`src/rtl/scanq_pkg.sv`:
```
package scanq_pkg;
  typedef enum logic [1:0] {
    MODE_SW   = 2'd0,
    MODE_EDGE = 2'd1,
    MODE_GATE = 2'd2
  } scan_mode_e;

  typedef enum logic [1:0] {
    ST_IDLE  = 2'd0,
    ST_ISSUE = 2'd1,
    ST_WAIT  = 2'd2,
    ST_HOLD  = 2'd3
  } scan_st_e;
endpackage

```
`src/rtl/scanq_cmd_ram.sv`:
```
module scanq_cmd_ram #(
  parameter int DEPTH = 16,
  parameter int WIDTH = 8,
  localparam int AW = $clog2(DEPTH)
) (
  input  logic             clk,
  input  logic             we,
  input  logic [AW-1:0]    waddr,
  input  logic [WIDTH-1:0] wdata,
  input  logic [AW-1:0]    raddr,
  output logic [WIDTH-1:0] rdata
);
  logic [WIDTH-1:0] mem [DEPTH];

  always_ff @(posedge clk) begin
    if (we) mem[waddr] <= wdata;
  end

  assign rdata = mem[raddr];
endmodule

```
`src/rtl/scanq_trig_sync.sv`:
```
module scanq_trig_sync (
  input  logic clk,
  input  logic rst_n,
  input  logic trig_in,
  output logic level,
  output logic rise,
  output logic fall
);
  logic s1_q, s2_q, prev_q;

  always_ff @(posedge clk or negedge rst_n) begin
    if (!rst_n) begin
      s1_q   <= 1'b0;
      s2_q   <= 1'b0;
      prev_q <= 1'b0;
    end else begin
      s1_q   <= trig_in;
      s2_q   <= s1_q;
      prev_q <= s2_q;
    end
  end

  assign level = s2_q;
  assign rise  = s2_q & ~prev_q;
  assign fall  = ~s2_q & prev_q;
endmodule

```
`src/rtl/scanq_seq_fsm.sv`:
```
module scanq_seq_fsm
  import scanq_pkg::*;
#(
  parameter int DEPTH = 16,
  localparam int AW = $clog2(DEPTH)
) (
  input  logic          clk,
  input  logic          rst_n,
  input  scan_mode_e    mode,
  input  logic          ctl_we,
  input  logic          ctl_sse,
  input  logic [2:0]    flag_clr,
  input  logic          qual_edge,
  input  logic          gate_lvl,
  input  logic          ccw_eoq,
  input  logic          ccw_pause,
  input  logic          conv_done,
  output scan_st_e      st,
  output logic [AW-1:0] ptr,
  output logic          sse_q,
  output logic          cf_q,
  output logic          pf_q,
  output logic          ovr_q
);
  localparam logic [AW-1:0] LAST_IDX = AW'(DEPTH - 1);

  scan_st_e      st_n;
  logic [AW-1:0] ptr_n;
  logic          sse_n, cf_n, pf_n, ovr_n;
  logic          start_ok, is_last;

  always_comb begin
    case (mode)
      MODE_EDGE: start_ok = sse_q & qual_edge;
      MODE_GATE: start_ok = sse_q & gate_lvl;
      default:   start_ok = sse_q;
    endcase
  end

  assign is_last = ccw_eoq | (ptr == LAST_IDX);

  always_comb begin
    st_n  = st;
    ptr_n = ptr;
    sse_n = ctl_we ? ctl_sse : sse_q;
    cf_n  = cf_q  & ~flag_clr[0];
    pf_n  = pf_q  & ~flag_clr[1];
    ovr_n = ovr_q & ~flag_clr[2];
    case (st)
      ST_IDLE: begin
        if (start_ok) begin
          st_n  = ST_ISSUE;
          ptr_n = '0;
        end
      end
      ST_ISSUE: st_n = ST_WAIT;
      ST_WAIT: begin
        if (conv_done) begin
          if (mode == MODE_GATE && !gate_lvl) begin
            st_n  = ST_IDLE;
            sse_n = 1'b0;
            pf_n  = 1'b1;
          end else if (is_last) begin
            st_n  = ST_IDLE;
            sse_n = 1'b0;
            cf_n  = 1'b1;
          end else begin
            ptr_n = ptr + 1'b1;
            st_n  = ST_ISSUE;
            if (ccw_pause && mode != MODE_GATE) begin
              pf_n = 1'b1;
              if (mode == MODE_EDGE) st_n = ST_HOLD;
            end
          end
        end
      end
      ST_HOLD: begin
        if (qual_edge) st_n = ST_ISSUE;
      end
      default: st_n = ST_IDLE;
    endcase
    if (mode == MODE_EDGE && qual_edge && (st == ST_ISSUE || st == ST_WAIT))
      ovr_n = 1'b1;
  end

  always_ff @(posedge clk or negedge rst_n) begin
    if (!rst_n) begin
      st    <= ST_IDLE;
      ptr   <= '0;
      sse_q <= 1'b0;
      cf_q  <= 1'b0;
      pf_q  <= 1'b0;
      ovr_q <= 1'b0;
    end else begin
      st    <= st_n;
      ptr   <= ptr_n;
      sse_q <= sse_n;
      cf_q  <= cf_n;
      pf_q  <= pf_n;
      ovr_q <= ovr_n;
    end
  end
endmodule

```
`src/rtl/scan_queue_seq.sv`:
```
module scan_queue_seq
  import scanq_pkg::*;
#(
  parameter int DEPTH  = 16,
  parameter int CHAN_W = 6,
  localparam int AW    = $clog2(DEPTH),
  localparam int CCW_W = CHAN_W + 2
) (
  input  logic              clk,
  input  logic              rst_n,
  input  logic              cmd_we,
  input  logic [AW-1:0]     cmd_addr,
  input  logic [CCW_W-1:0]  cmd_wdata,
  input  logic              ctl_we,
  input  logic [1:0]        ctl_mode,
  input  logic              ctl_pol,
  input  logic              ctl_sse,
  input  logic [2:0]        flag_clr,
  input  logic              trig_in,
  input  logic              conv_done,
  output logic              conv_start,
  output logic [CHAN_W-1:0] conv_chan,
  output logic              scan_active,
  output logic              sse,
  output logic [AW-1:0]     ccw_ptr,
  output logic              flag_cf,
  output logic              flag_pf,
  output logic              flag_ovr
);
  scan_mode_e       mode_q;
  logic             pol_q;
  scan_st_e         seq_st;
  logic [CCW_W-1:0] ccw;
  logic             trg_lvl, trg_rise, trg_fall, qual_edge;

  always_ff @(posedge clk or negedge rst_n) begin
    if (!rst_n) begin
      mode_q <= MODE_SW;
      pol_q  <= 1'b1;
    end else if (ctl_we) begin
      mode_q <= scan_mode_e'(ctl_mode);
      pol_q  <= ctl_pol;
    end
  end

  scanq_cmd_ram #(.DEPTH(DEPTH), .WIDTH(CCW_W)) u_ram (
    .clk   (clk),
    .we    (cmd_we),
    .waddr (cmd_addr),
    .wdata (cmd_wdata),
    .raddr (ccw_ptr),
    .rdata (ccw)
  );

  scanq_trig_sync u_sync (
    .clk     (clk),
    .rst_n   (rst_n),
    .trig_in (trig_in),
    .level   (trg_lvl),
    .rise    (trg_rise),
    .fall    (trg_fall)
  );

  assign qual_edge = pol_q ? trg_rise : trg_fall;

  scanq_seq_fsm #(.DEPTH(DEPTH)) u_fsm (
    .clk       (clk),
    .rst_n     (rst_n),
    .mode      (mode_q),
    .ctl_we    (ctl_we),
    .ctl_sse   (ctl_sse),
    .flag_clr  (flag_clr),
    .qual_edge (qual_edge),
    .gate_lvl  (trg_lvl),
    .ccw_eoq   (ccw[CCW_W-1]),
    .ccw_pause (ccw[CCW_W-2]),
    .conv_done (conv_done),
    .st        (seq_st),
    .ptr       (ccw_ptr),
    .sse_q     (sse),
    .cf_q      (flag_cf),
    .pf_q      (flag_pf),
    .ovr_q     (flag_ovr)
  );

  assign conv_start  = (seq_st == ST_ISSUE);
  assign conv_chan   = ccw[CHAN_W-1:0];
  assign scan_active = (seq_st != ST_IDLE);
endmodule

```
`config.mk`:
```
export PLATFORM = sky130hd
export DESIGN_NAME = scan_queue_seq
export DESIGN_NICKNAME = d
export VERILOG_FILES = /design/src/rtl/scanq_pkg.sv /design/src/rtl/scanq_cmd_ram.sv /design/src/rtl/scanq_trig_sync.sv /design/src/rtl/scanq_seq_fsm.sv /design/src/rtl/scan_queue_seq.sv
export SDC_FILE = /design/constraint.sdc
export NUM_CORES = 1
export LEC_CHECK = 0
export ABC_AREA = 0
export BUFFER_PORTS_ARGS = -buffer_cell sky130_fd_sc_hd__buf_2
export CAP_MARGIN = 20
export CORE_ASPECT_RATIO = 1.25
export CORE_MARGIN = 2
export CORE_UTILIZATION = 55
export DETAILED_ROUTE_END_ITERATION = 10
export GPL_TIMING_DRIVEN = 0
export PLACE_DENSITY = 0.74
export SLEW_MARGIN = 25
export SYNTH_ARGS = -nofsm -noshare
export SYNTH_HDL_FRONTEND = slang
export SYNTH_SLANG_ARGS = --single-unit
```
`constraint.sdc`:
```
create_clock -name clk -period 4.41 [get_ports clk]
set_input_delay 0.2205 -clock clk [delete_from_list [all_inputs] [get_ports clk]]
set_output_delay 0.2205 -clock clk [all_outputs]
set_load 0.01 [all_outputs]
```
== Word level (Yosys, flattened, before mapping) ==
Memory sizes are Yosys's and may differ from the RTL's.
Index checks and enable logic that the tools add are counted.
W data, S select, Z words.

* Flip-flop bits (word level): 16
* Memory bits (writable): 128
* Output and inout port bits: 16
* Logic and storage cells: 81
* Memories kept: 1

{| class="wikitable"
|+ Memories
! memory !! depth !! bits a word !! rd ports !! clocked after Yosys merged registers in !! write ports !! RTL line !! text
|-
| u_ram.mem || 16 || 8 || 1 || 0 || 1 || scanq_cmd_ram.sv:13 || <nowiki>logic [WIDTH-1:0] mem [DEPTH];</nowiki>
|}

* $add $sub $neg: 1
* Eq/ne operators: 12
* Muxes and demuxes: 32
* Bitwise gates (word level): 13
* Reduce and logical (&&, ||, !) cells: 11

{| class="wikitable"
|+ Operators with widths
! operator !! count
|-
| $mux W1 || 18
|-
| $mux W4 || 4
|-
| $mux W2 || 7
|-
| $ne A2 B2 Y1 const B || 4
|-
| $pmux W2 S4 || 1
|-
| $pmux W4 S2 || 1
|-
| $and A1 B1 Y1 || 7
|-
| $eq A2 B2 Y1 const B || 3
|-
| $not A1 Y1 || 5
|-
| $reduce_and A5 Y1 || 1
|-
| $add A4 B1 Y4 const B || 1
|-
| $eq A2 B1 Y1 const B || 2
|-
| $eq A4 B4 Y1 const B || 1
|-
| $logic_and A1 B1 Y1 || 4
|-
| $ne A2 B1 Y1 const B || 2
|-
| $reduce_bool A2 Y1 || 2
|-
| $reduce_and A3 Y1 || 1
|-
| $logic_not A2 Y1 || 1
|-
| $pmux W1 S2 || 1
|-
| $logic_not A1 Y1 || 1
|-
| $logic_or A1 B1 Y1 || 1
|-
| $or A1 B1 Y1 || 1
|}

== Depth between registers and ports, before layout ==
* Depth after elaboration: 7
* Gate-level depth with buffers: 7
* Depth with buffers taken out: 7

== By module ==
A second synthesis with hierarchy kept.

* Cells, all modules: 313
* Area, all modules: 5949.5 um^2

{| class="wikitable"
|+ Modules (own cells, without submodules)
! module !! times used !! cells each !! area an instance (um^2)
|-
| scanq_cmd_ram || 1 || 221 || 4987.3
|-
| scanq_seq_fsm || 1 || 78 || 738.2
|-
| scan_queue_seq || 1 || 9 || 133.9
|-
| scanq_trig_sync || 1 || 5 || 90.1
|}

== Worst setup path before layout ==
No wires, ideal clock.

* Path kind: register to output
* From: register u_fsm.ptr[0]
* To: output conv_chan[1]
* Arrival: 1870 ps
* Setup slack: 2320 ps
* Stages on the path, launching flop included: 5
* Cell sequence: dfrtp_1 -> buf_6 -> buf_2 -> mux4_2 -> mux4_2

* Word-level cells in the longest chain between the ends: 1

{| class="wikitable"
|+ RTL lines
! element !! RTL line !! text
|-
| start, declared || scanq_seq_fsm.sv:19 || <nowiki>output logic [AW-1:0] ptr,</nowiki>
|-
| start signal, assigned || scanq_seq_fsm.sv:96 || <nowiki>ptr <= ptr_n;</nowiki>
|-
| $mem_v2 Z16 W8 || - ||
|-
| end, declared || scan_queue_seq.sv:22 || <nowiki>output logic [CHAN_W-1:0] conv_chan,</nowiki>
|}

No other way between the ends.

== Final worst setup path ==
* From: register u_fsm.ptr[1]
* To: output conv_chan[4]

The elaborated chain is that of the path after synthesis.

==> impl_metrics.env <==
export IMPL_status="complete, no violations"
export IMPL_cp_start_kind="flip-flop"
export IMPL_critical_path_class="flip-flop to output port"
export IMPL_synth_edff_count=128
export IMPL_cts_htree_levels=4
export IMPL_yosys_warnings=0
export IMPL_syn_area_per_cell_um2=19.90
export IMPL_min_path_type="input pin to flip-flop"
export IMPL_io_pins=41
export IMPL_fmax_ghz=0.3380
export IMPL_switchingPower_uw=879.5
export IMPL_switching_share_pct=24.83
export IMPL_root_buffer="clkbuf_16"
export IMPL_diodes=0
export IMPL_vdd_drop_max_mv=0.3267
export IMPL_synthToLayoutAreaGrowth_pct=18.09
export IMPL_grt_overflow=0
export IMPL_grt_max_degree=17
export IMPL_totalNegativeSetupSlack_ns=0
export IMPL_drt_pre_antenna_iters=5
export IMPL_route_vias_total=3107
export IMPL_ant_nets=0
export IMPL_clkTransAtPathRegs_ns=0.06
export IMPL_timing_slew_headroom_pct=29.94
export IMPL_core_area_um2=10460
export IMPL_ys_seq_area_share_pct=72.56
export IMPL_fillerInstances=682
export IMPL_cts_buffers=17
export IMPL_synth_main_ff_cell="edfxtp_1"
export IMPL_worst_pin_slew_ns=1.047
export IMPL_drc=0
export IMPL_p_leak_nw=2.340
export IMPL_hpwlAfterDp_um=7505
export IMPL_cp_arrival_ns=2.74
export IMPL_ys_types=41
export IMPL_cts_sinks=144
export IMPL_grt_antenna_before_repair=0
export IMPL_die_area_um2=11480
export IMPL_period_minus_slack_ns=2.959
export IMPL_gp_congestion=0.7920
export IMPL_pre_cts_ws_ns=1.888
export IMPL_setup_viol=0
export IMPL_synth_seq_cells=144
export IMPL_setup_ws_ns=1.451
export IMPL_place_area_um2=6266
export IMPL_drive_gt1_share_pct=34.84
export IMPL_rsz0062_at_grt="no"
export IMPL_syn_area_um2=5851
export IMPL_wire_per_inst_um=24.72
export IMPL_cts_buffer_depth=2
export IMPL_power_density_nw_per_um2=512.6
export IMPL_first_global_vias=3209
export IMPL_post_route_cell_area_um2=6909
export IMPL_clock_latency_ns=0.42
export IMPL_critical_path_max_fanout=10
export IMPL_routed_via_density=6.116
export IMPL_drt_wl_total_um=12560
export IMPL_worstPathRequired_ns=4.19
export IMPL_synthArstFlopShare_pct=11.11
export IMPL_fin_skew_ns=0.005131
export IMPL_cp_end_kind="output port"
export IMPL_fp_row_count=42
export IMPL_synth_nets=326
export IMPL_postCtsHoldBufs=6
export IMPL_cts_setup_buffers=0
export IMPL_die_y_um=119.3
export IMPL_die_w_um=96.25
export IMPL_grt_pass1_wl_um=18650
export IMPL_cts_tree="built"
export IMPL_p_clk_share_pct=38.7
export IMPL_cts_repair_resized=0
export IMPL_grt_total_usage_pct=24.22
export IMPL_p_int_mw=2.662
export IMPL_start_util_pct=55.95
export IMPL_combPwrFrac_pct=17.2
export IMPL_final_max_slew_viol_count=0
export IMPL_power_frac_seq_pct=44.1
export IMPL_cap_violations=0
export IMPL_port_buffers=40
export IMPL_drt_iter0_markers=333
export IMPL_finalCritPeriodShare_pct=67.09
export IMPL_hold_viol_final=0
export IMPL_nets=395
export IMPL_syn_inst=294
[final timing paths]
kind | slack [ns] | cells past startpoint | start | to
max | 1.45 | 5 | u_fsm.ptr[1] | conv_chan[4]
max in group asynchronous | 3.85 | 2 | rst_n | pol_q
min in group asynchronous | 0.25 | 2 | rst_n | mode_q[0]
min | 0.02 | 3 | ctl_mode[0] | mode_q[0]
min reg2reg | 0.36 | 0 | u_sync.s1_q | u_sync.level
max reg2reg | 2.27 | 6 | u_fsm.ptr[1] | u_fsm.ptr[1]
[critical path: stages, from the launching register on]
cell     delay (ns)
dfrtp_1        0.50
buf_2          0.36
buf_2          0.39
mux4_2         0.37
mux4_2         0.53
buf_2          0.17
[area by class of cell]
cell class	count	area [um^2]	area share (%)
Clock buffer	19	432.9	6.266
Clock inverter	13	137.6	1.992
Timing Repair Buffer	50	290.3	4.201
Tap cell	132	165.2	2.390
Multi-Input combinational cell	128	1519	21.98
Inverter	11	41.29	0.5976
Buffer	11	77.57	1.123
Sequential cell	144	4245	61.45
[cell families after synthesis]
| kind of cell | Yosys count | synth area share [%] |
|---|---|---|
| flops | 144 | 72.56 |
| simple gates | 49 | 4.149 |
| mux | 45 | 16.17 |
| compound gates | 27 | 3.593 |
| buf+inv | 22 | 2.032 |
| fa+ha+maj | 7 | 1.497 |
[registers in the layout (all words and copies together) (netlist names), 2 cells and up]
register,flops
u_fsm.st,2
u_ram.mem,128
mode_q,2
u_fsm.ptr,4
[layout by cell type, fill, tap and decap left out, drive strengths merged, types with 4 or more instances in the layout]
cell type	instances
o22ai	4
clkinvlp	5
edfxtp	128
inv	13
dfrtp	15
dlygate4sd3	6
nand2	9
nand2b	5
ha	7
clkinv	4
nor2	16
buf	53
mux2i	6
nand3	5
mux4	38
clkbuf	21
nor3	4
o21ai	4
[stage by stage]
step / power, mW / util (%) / instances / hold slack [ns]
global placement: 2.174 / 59.44 / 466 / 0.1466
finish: 3.542 / 66.07 / 508 / 0.02064
CTS: 3.558 / 65.95 / 508 / 0.01575
floorplan: 2.016 / - / 294 / -0.07509
global route: 3.657 / 66.07 / 508 / 0.02886
detailed placement: 2.191 / 59.92 / 470 / 0.1534
[synthesized netlist by cell type, types with 3 or more instances]
library cell	count	area, um^2
nor3_1	4	20.02
ha_1	7	87.58
nand2b_1	5	31.28
nor2_1	16	60.06
mux4_2	33	743.2
edfxtp_1	128	3844
nor2b_1	3	18.77
o211ai_1	3	22.52
inv_1	11	41.29
nand3_1	5	25.02
a21oi_1	3	15.01
o22ai_1	4	25.02
dfrtp_1	15	375.4
buf_2	5	25.02
mux2i_1	6	60.06
nand2_1	9	33.78
mux4_1	5	131.4
[metal layers]
layer,global-route usage [%],up-vias,share of wire (%)
met5,0,-,0
met4,8.750,0,2.1
met3,7.464,24,7.1
met2,38.19,145,52
met1,31.87,1597,39
li1,-,1341,-
[power groups by stage]
stage	Clock [mW]	Combinational (mW)	Sequential [mW]
floorplan	0	0.429	1.59
global placement	0	0.590	1.58
detailed placement	0	0.602	1.59
CTS	1.38	0.614	1.56
global route	1.43	0.654	1.57
finish	1.37	0.610	1.56
Note: power is estimated with default switching activity, not from simulation.
